**src/rtl/mc_col_pkg.sv**
```systemverilog
package mc_col_pkg;

    localparam int BYTE_W   = 8;
    localparam int LANES    = 4;
    localparam int COL_W    = BYTE_W * LANES;
    localparam int LANE_W   = $clog2(LANES);
    // one shift cycle per lane plus the finishing cycle
    localparam int LAT_BASE = LANES + 1;
    // every lane may add one reduction cycle
    localparam int LAT_MAX  = LAT_BASE + LANES;
    localparam int CNT_W    = $clog2(LAT_MAX + 1);

    typedef enum logic [1:0] {
        PH_IDLE   = 2'd0,
        PH_SHIFT  = 2'd1,
        PH_FOLD   = 2'd2,
        PH_FINISH = 2'd3
    } mc_phase_e;

    typedef logic [LANES-1:0][BYTE_W-1:0] mc_col_t;

    typedef struct packed {
        mc_phase_e          phase;
        logic [LANE_W-1:0]  lane;
        mc_col_t            src;
        mc_col_t            dbl;
        logic [CNT_W-1:0]   cnt;
        mc_col_t            res;
        logic [CNT_W-1:0]   lat;
        logic               done;
    } mc_state_t;

endpackage

```
**src/rtl/mc_xtime_step.sv**
```systemverilog
// One step of field doubling: the shift and the reduction are offered
// separately so the sequencer can spend a cycle on each.
module mc_xtime_step #(
    parameter int               W    = 8,
    parameter logic [W-1:0]     POLY = 8'h1B
) (
    input  logic [W-1:0] data_i,
    output logic [W-1:0] shl_o,
    output logic         top_o,
    output logic [W-1:0] fold_o
);

    always_comb begin
        shl_o  = {data_i[W-2:0], 1'b0};
        top_o  = data_i[W-1];
        fold_o = data_i ^ POLY;
    end

endmodule

```
**src/rtl/mc_col_combine.sv**
```systemverilog
// Circulant combine: out[i] = 2*b[i] ^ 3*b[i+1] ^ b[i+2] ^ b[i+3],
// with 3*b written as dbl ^ b.
module mc_col_combine #(
    parameter int W = 8,
    parameter int L = 4
) (
    input  logic [L*W-1:0] src_i,
    input  logic [L*W-1:0] dbl_i,
    output logic [L*W-1:0] mix_o
);

    for (genvar i = 0; i < L; i++) begin : g_lane
        localparam int I1 = (i + 1) % L;
        localparam int I2 = (i + 2) % L;
        localparam int I3 = (i + 3) % L;
        assign mix_o[i*W +: W] = dbl_i[i*W +: W]
                               ^ dbl_i[I1*W +: W] ^ src_i[I1*W +: W]
                               ^ src_i[I2*W +: W]
                               ^ src_i[I3*W +: W];
    end

endmodule

```
**src/rtl/mc_colmix_vl.sv**
```systemverilog
module mc_colmix_vl
    import mc_col_pkg::*;
#(
    parameter logic [BYTE_W-1:0] FOLD_POLY = 8'h1B
) (
    input  logic             clk,
    input  logic             rst,
    input  logic             in_valid,
    output logic             in_ready,
    input  logic [COL_W-1:0] in_col,
    output logic             out_done,
    output logic [COL_W-1:0] out_col,
    output logic [CNT_W-1:0] out_cycles
);

    mc_state_t st_d, st_q;

    logic [BYTE_W-1:0] step_in_w;
    logic [BYTE_W-1:0] shl_w;
    logic [BYTE_W-1:0] fold_w;
    logic              top_w;
    logic              last_w;
    logic [COL_W-1:0]  mix_w;

    // the shift reads the original byte, the reduction reads the partial double
    assign step_in_w = (st_q.phase == PH_FOLD) ? st_q.dbl[st_q.lane]
                                               : st_q.src[st_q.lane];
    assign last_w    = (st_q.lane == LANE_W'(LANES - 1));

    mc_xtime_step #(
        .W    (BYTE_W),
        .POLY (FOLD_POLY)
    ) u_step (
        .data_i (step_in_w),
        .shl_o  (shl_w),
        .top_o  (top_w),
        .fold_o (fold_w)
    );

    mc_col_combine #(
        .W (BYTE_W),
        .L (LANES)
    ) u_comb (
        .src_i (st_q.src),
        .dbl_i (st_q.dbl),
        .mix_o (mix_w)
    );

    always_comb begin
        st_d      = st_q;
        st_d.done = 1'b0;
        unique case (st_q.phase)
            PH_IDLE: begin
                if (in_valid) begin
                    st_d.src   = in_col;
                    st_d.dbl   = '0;
                    st_d.lane  = '0;
                    st_d.cnt   = CNT_W'(1);
                    st_d.phase = PH_SHIFT;
                end
            end
            PH_SHIFT: begin
                st_d.dbl[st_q.lane] = shl_w;
                st_d.cnt            = st_q.cnt + CNT_W'(1);
                if (top_w) begin
                    st_d.phase = PH_FOLD;
                end else if (last_w) begin
                    st_d.phase = PH_FINISH;
                end else begin
                    st_d.lane  = st_q.lane + LANE_W'(1);
                end
            end
            PH_FOLD: begin
                st_d.dbl[st_q.lane] = fold_w;
                st_d.cnt            = st_q.cnt + CNT_W'(1);
                if (last_w) begin
                    st_d.phase = PH_FINISH;
                end else begin
                    st_d.lane  = st_q.lane + LANE_W'(1);
                    st_d.phase = PH_SHIFT;
                end
            end
            PH_FINISH: begin
                st_d.res   = mix_w;
                st_d.lat   = st_q.cnt;
                st_d.done  = 1'b1;
                st_d.phase = PH_IDLE;
            end
            default: st_d.phase = PH_IDLE;
        endcase
        if (rst) begin
            st_d = '0;
        end
    end

    always_ff @(posedge clk) begin
        st_q <= st_d;
    end

    assign in_ready   = (st_q.phase == PH_IDLE);
    assign out_done   = st_q.done;
    assign out_col    = st_q.res;
    assign out_cycles = st_q.lat;

    // reset leaves the unit idle with no completion
    a_r1_reset_idle: assert property (@(posedge clk)
        rst |=> (in_ready && !out_done));

    // an accepted column closes the input
    a_r2_accept_busy: assert property (@(posedge clk) disable iff (rst)
        (in_valid && in_ready) |=> !in_ready);

    // completion lasts a single cycle
    a_r3_done_pulse: assert property (@(posedge clk) disable iff (rst)
        out_done |=> !out_done);

    // reported latency lies between the base and the maximum
    a_r6_latency_range: assert property (@(posedge clk) disable iff (rst)
        out_done |-> (out_cycles >= CNT_W'(LAT_BASE) && out_cycles <= CNT_W'(LAT_MAX)));

    // outputs change only together with a completion
    a_r7_hold: assert property (@(posedge clk) disable iff (rst)
        !st_d.done |=> ($stable(out_col) && $stable(out_cycles)));

endmodule

```
**config.mk**
```make
export PLATFORM = sky130hd
export DESIGN_NAME = mc_colmix_vl
export DESIGN_NICKNAME = d
export VERILOG_FILES = /design/src/rtl/mc_col_pkg.sv /design/src/rtl/mc_xtime_step.sv /design/src/rtl/mc_col_combine.sv /design/src/rtl/mc_colmix_vl.sv
export SDC_FILE = /design/constraint.sdc
export NUM_CORES = 1
export LEC_CHECK = 0
export CAP_MARGIN = 20
export CORE_MARGIN = 4
export CORE_UTILIZATION = 35
export CTS_CLUSTER_DIAMETER = 80
export DETAILED_ROUTE_END_ITERATION = 8
export PLACE_DENSITY = 0.63
export RECOVER_POWER = 50
export SETUP_SLACK_MARGIN = 0.5
export SLEW_MARGIN = 20
export SYNTH_ARGS = -nofsm -noshare
export SYNTH_HDL_FRONTEND = slang
export SYNTH_HIERARCHICAL = 1
export SYNTH_SLANG_ARGS = --single-unit
```
**constraint.sdc**
```tcl
create_clock -name clk -period 2.8 [get_ports clk]
set_input_delay 0.56 -clock clk [delete_from_list [all_inputs] [get_ports clk]]
set_output_delay 0.56 -clock clk [all_outputs]
set_load 0.005 [all_outputs]
```
==> results by group <==
Setup path
  – Critical path class: reg2reg
  – Startpoint Class: flop
  – Worst EP required: 3.08 ns
  – Reg2reg end: st_q[68]$_SDFFE_PP0P_
  – Reg2reg path depth: 6
  – Crit path DAT: approximately 2.5 ns
  – Max Fanout on Critical Path: 10
  – Reg2Reg Setup Slack: slightly below 0.6 ns
  – Crit end category: flop
  – Worst r2r src: st_q[107]$_SDFFE_PP0P_

Cells and area
  – Non-Filler Instances: 894
  – Area Growth Syn to Fin: 13.1%
  – Ratio of cells with drive above 1 in the final layout: 0.0887
  – Fill cells: 1,814
  – Diodes inserted: 0
  – Commonest non-fill, non-tap cells in the layout: 109 x dfxtp_1, 92 x nand2_1, 47 x clkdlybuf4s50_1, 45 x nor2_1, 43 x mux2i_1
  – Most common cell after layout, fill and taps aside: dfxtp_1
  – Final instance area: between 7000 and 8000 µm²
  – Final nets: 709

Placed design
  – Pre-CTS WS: between 0.2 and 0.25 ns
  – Hpwl dp: 9.47 mm
  – GPL Wtd Cong: 0.818
  – Area after detailed placement: 6890 µm²
  – Placed instance count: ~880
  – Port bufs: 72

Pwr
  – Pwr dens: 679 nW/µm²
  – Leak: around 2.6 nW
  – Maximum VDD drop: 0.403 mV

Clock tree
  – CTS Sinks: 109
  – Clk_lat worst skew: roughly 0.36 ns
  – Clk Tree Root Cell: clkbuf_16
  – Worst-path clk slew: 0.08 ns
  – CTS tree: built
  – H-Tree Depth: 3
  – Clk buf depth: 2
  – Cts bufs inserted: 9

Synthesis
  – Seq cells post-synth: 109
  – Sequential area share after synthesis: 0.343
  – Post-synth EDFFs: 0
  – Cell area after synthesis: approximately 6400 µm²
  – Net count after synthesis: 706
  – Ys Warns: 6
  – Netlist cell types: 47
  – Cells after Synth: 657
  – Predominant post-synthesis flop cell: dfxtp_1
  – Synthesized area per cell: 9.69 µm²
  – Post-synth ARST share: 0

Global routing
  – Largest net degree at the start of global routing: between 60 and 70
  – Grt ovf: 0
  – First-pass GRT wire length: about 24 mm
  – Initial antenna violation count: 0
  – Total GRT Usage: 0.144
  – Vias in the first global route: about 4,400

Die
  – Die Span Y: roughly 140 µm
  – Io pins: 73
  – Initial Utilization: 0.356
  – Rows: 49
  – Die footprint: 20,400 µm²
  – Core area: ~18,000 µm²
  – Die width: 143 µm

Route
  – Detailed Route Iter0 Violations: between 200 and 300
  – Post-DR wirelength/cell: 16.0 µm
  – ANT nets after route: 0
  – # DRC: 0
  – Detailed Routing Iterations Pass 1: 5
  – Vias per inst: 5.06
  – Via count: 4,528
  – Drt total wl: 14.3 mm

Timing
  – Worst slew pin tran: 1.34 ns
  – Final hold slack: 0.485 ns
  – Peak Freq: 450 MHz
  – Unrepaired setup endpoints after global routing: yes
  – Slew Viols, Final: 0
  – Min Tclk post-route: 2.22 ns
  – Hold Fails Final Rpt: 0
  – Final Setup Violations: 0
  – Setup TNS: 0 ns
  – Max-slew headroom: 0.110
  – Worst Skew: roughly 0.012 ns
  – Crit share post-route: 0.793
  – Setup ws final: 0.580 ns

Min path
  – Hold path depth: 2
  – Worst hold endpoint: out_cycles[1]$_SDFFE_PP0P_
  – Hold path startpoint: out_cycles[1]$_SDFFE_PP0P_
  – Min-Delay Path Class: reg2reg

Job
  – Max_cap viols: 0

Status
  – Status: finished clean
[worst max-delay path: stages (launching register included)]
cell	delay [ns]
dfxtp_1	0.45
inv_1	0.11
ha_1	0.55
o21ai_1	0.16
or2_2	0.31
a21oi_2	0.39
o2bb2ai_1	0.16
[report_power, final]
part	internal (W)	switching, W	leakage [nW]
combinational	0.000828	0.00101	1.57
sequential	0.00166	0.000141	0.884
clock	0.000653	0.000595	0.138
total	0.00314	0.00174	2.59
[metal layers]
| layer | wire length, µm | vias to the layer above | global-route usage | share of wire |
|---|---|---|---|---|
| li1 | - | 2239 | - | - |
| met1 | 7020 | 2154 | 0.209 | 0.49 |
| met2 | 6290 | 124 | 0.216 | 0.44 |
| met3 | 789 | 11 | 0.0278 | 0.055 |
| met4 | 186 | 0 | 0.0435 | 0.013 |
| met5 | 0 | - | 0 | 0 |
[final cells by class]
cell class | instances | area, µm² | area share
Clock buffer | 11 | 253 | 0.0351
Clock inverter | 5 | 33.8 | 0.00469
Inverter | 31 | 116 | 0.0162
Multi-Input combinational cell | 426 | 3530 | 0.490
Sequential cell | 109 | 2180 | 0.303
Tap cell | 229 | 287 | 0.0398
Timing Repair Buffer | 83 | 800 | 0.111
[worst max-delay path by stage]
stage | from | end | slack [ns] | cells past startpoint
2_1_floorplan | st_q[106]$_SDFFE_PP0P_ | st_q[105]$_SDFFE_PP0P_ | 0.53 | 10
3_3_place_gp | in_valid | st_q[61]$_SDFFE_PP0P_ | 0.28 | 5
3_5_place_dp | in_valid | st_q[61]$_SDFFE_PP0P_ | 0.22 | 5
4_1_cts | st_q[107]$_SDFFE_PP0P_ | st_q[53]$_SDFFE_PP0P_ | 0.54 | 6
5_1_grt | st_q[108]$_SDFFE_PP0P_ | st_q[70]$_SDFFE_PP0P_ | 0.47 | 6
6_report | st_q[107]$_SDFFE_PP0P_ | st_q[68]$_SDFFE_PP0P_ | 0.58 | 6
[sequential cells by signal, summed over array words and instances (netlist names)]
name and count:
out_col 32, out_cycles 4, out_done 1, st_q 72
[synth_stat cells (3+ instances only)]
cell type  instances  area share
a32o_1             5      0.0079
a21oi_1           38       0.030
xnor3_1           21       0.074
buf_2             10      0.0079
o2bb2ai_1          7      0.0096
nor2b_1            4      0.0039
o22ai_1            6      0.0059
a21oi_2            4      0.0055
a22oi_1           15       0.018
clkbuf_1          21       0.012
a32oi_1           13       0.018
dfxtp_1          109        0.34
buf_4             51       0.060
o21ai_0            6      0.0047
inv_1             31       0.018
nor2_1            45       0.027
buf_6              3      0.0053
mux4_2            16       0.057
ha_1              14       0.028
xnor2_1           21       0.029
and2_1             5      0.0049
mux2i_1           43       0.068
xor2_1            25       0.034
nand2_1           92       0.054
xor3_1             3       0.011
o32ai_1           20       0.028
buf_1              6      0.0035
[logic make-up (layout without fill, tap and decap cells)]
group / after synthesis / count (layout) / synth area share
and+or+nand+nor: 160 / 160 / 0.106
buffers and inverters: 122 / 130 / 0.108
AOI/OAI and AO/OA: 119 / 119 / 0.133
DFF: 109 / 109 / 0.343
xor gates and xnor gates: 73 / 73 / 0.159
muxes: 59 / 59 / 0.124
adders and majority gates: 14 / 14 / 0.0275
other: 1 / 1 / 0.000589
[stage by stage]
step / util / total power [W]
2_1_floorplan: - / 0.00328
3_3_place_gp: 0.385 / 0.00365
3_5_place_dp: 0.385 / 0.00365
4_1_cts: 0.401 / 0.00492
5_1_grt: 0.402 / 0.00518
6_report: 0.402 / 0.00489
[what timing repair did]
item,CTS,global route
buffers inserted,0,0
hold buffers,0,0
resized for setup,0,6
endpoints found under the hold margin,0,0
endpoints found under the setup margin,0,34
Note: power is estimated with default switching activity, not from simulation.
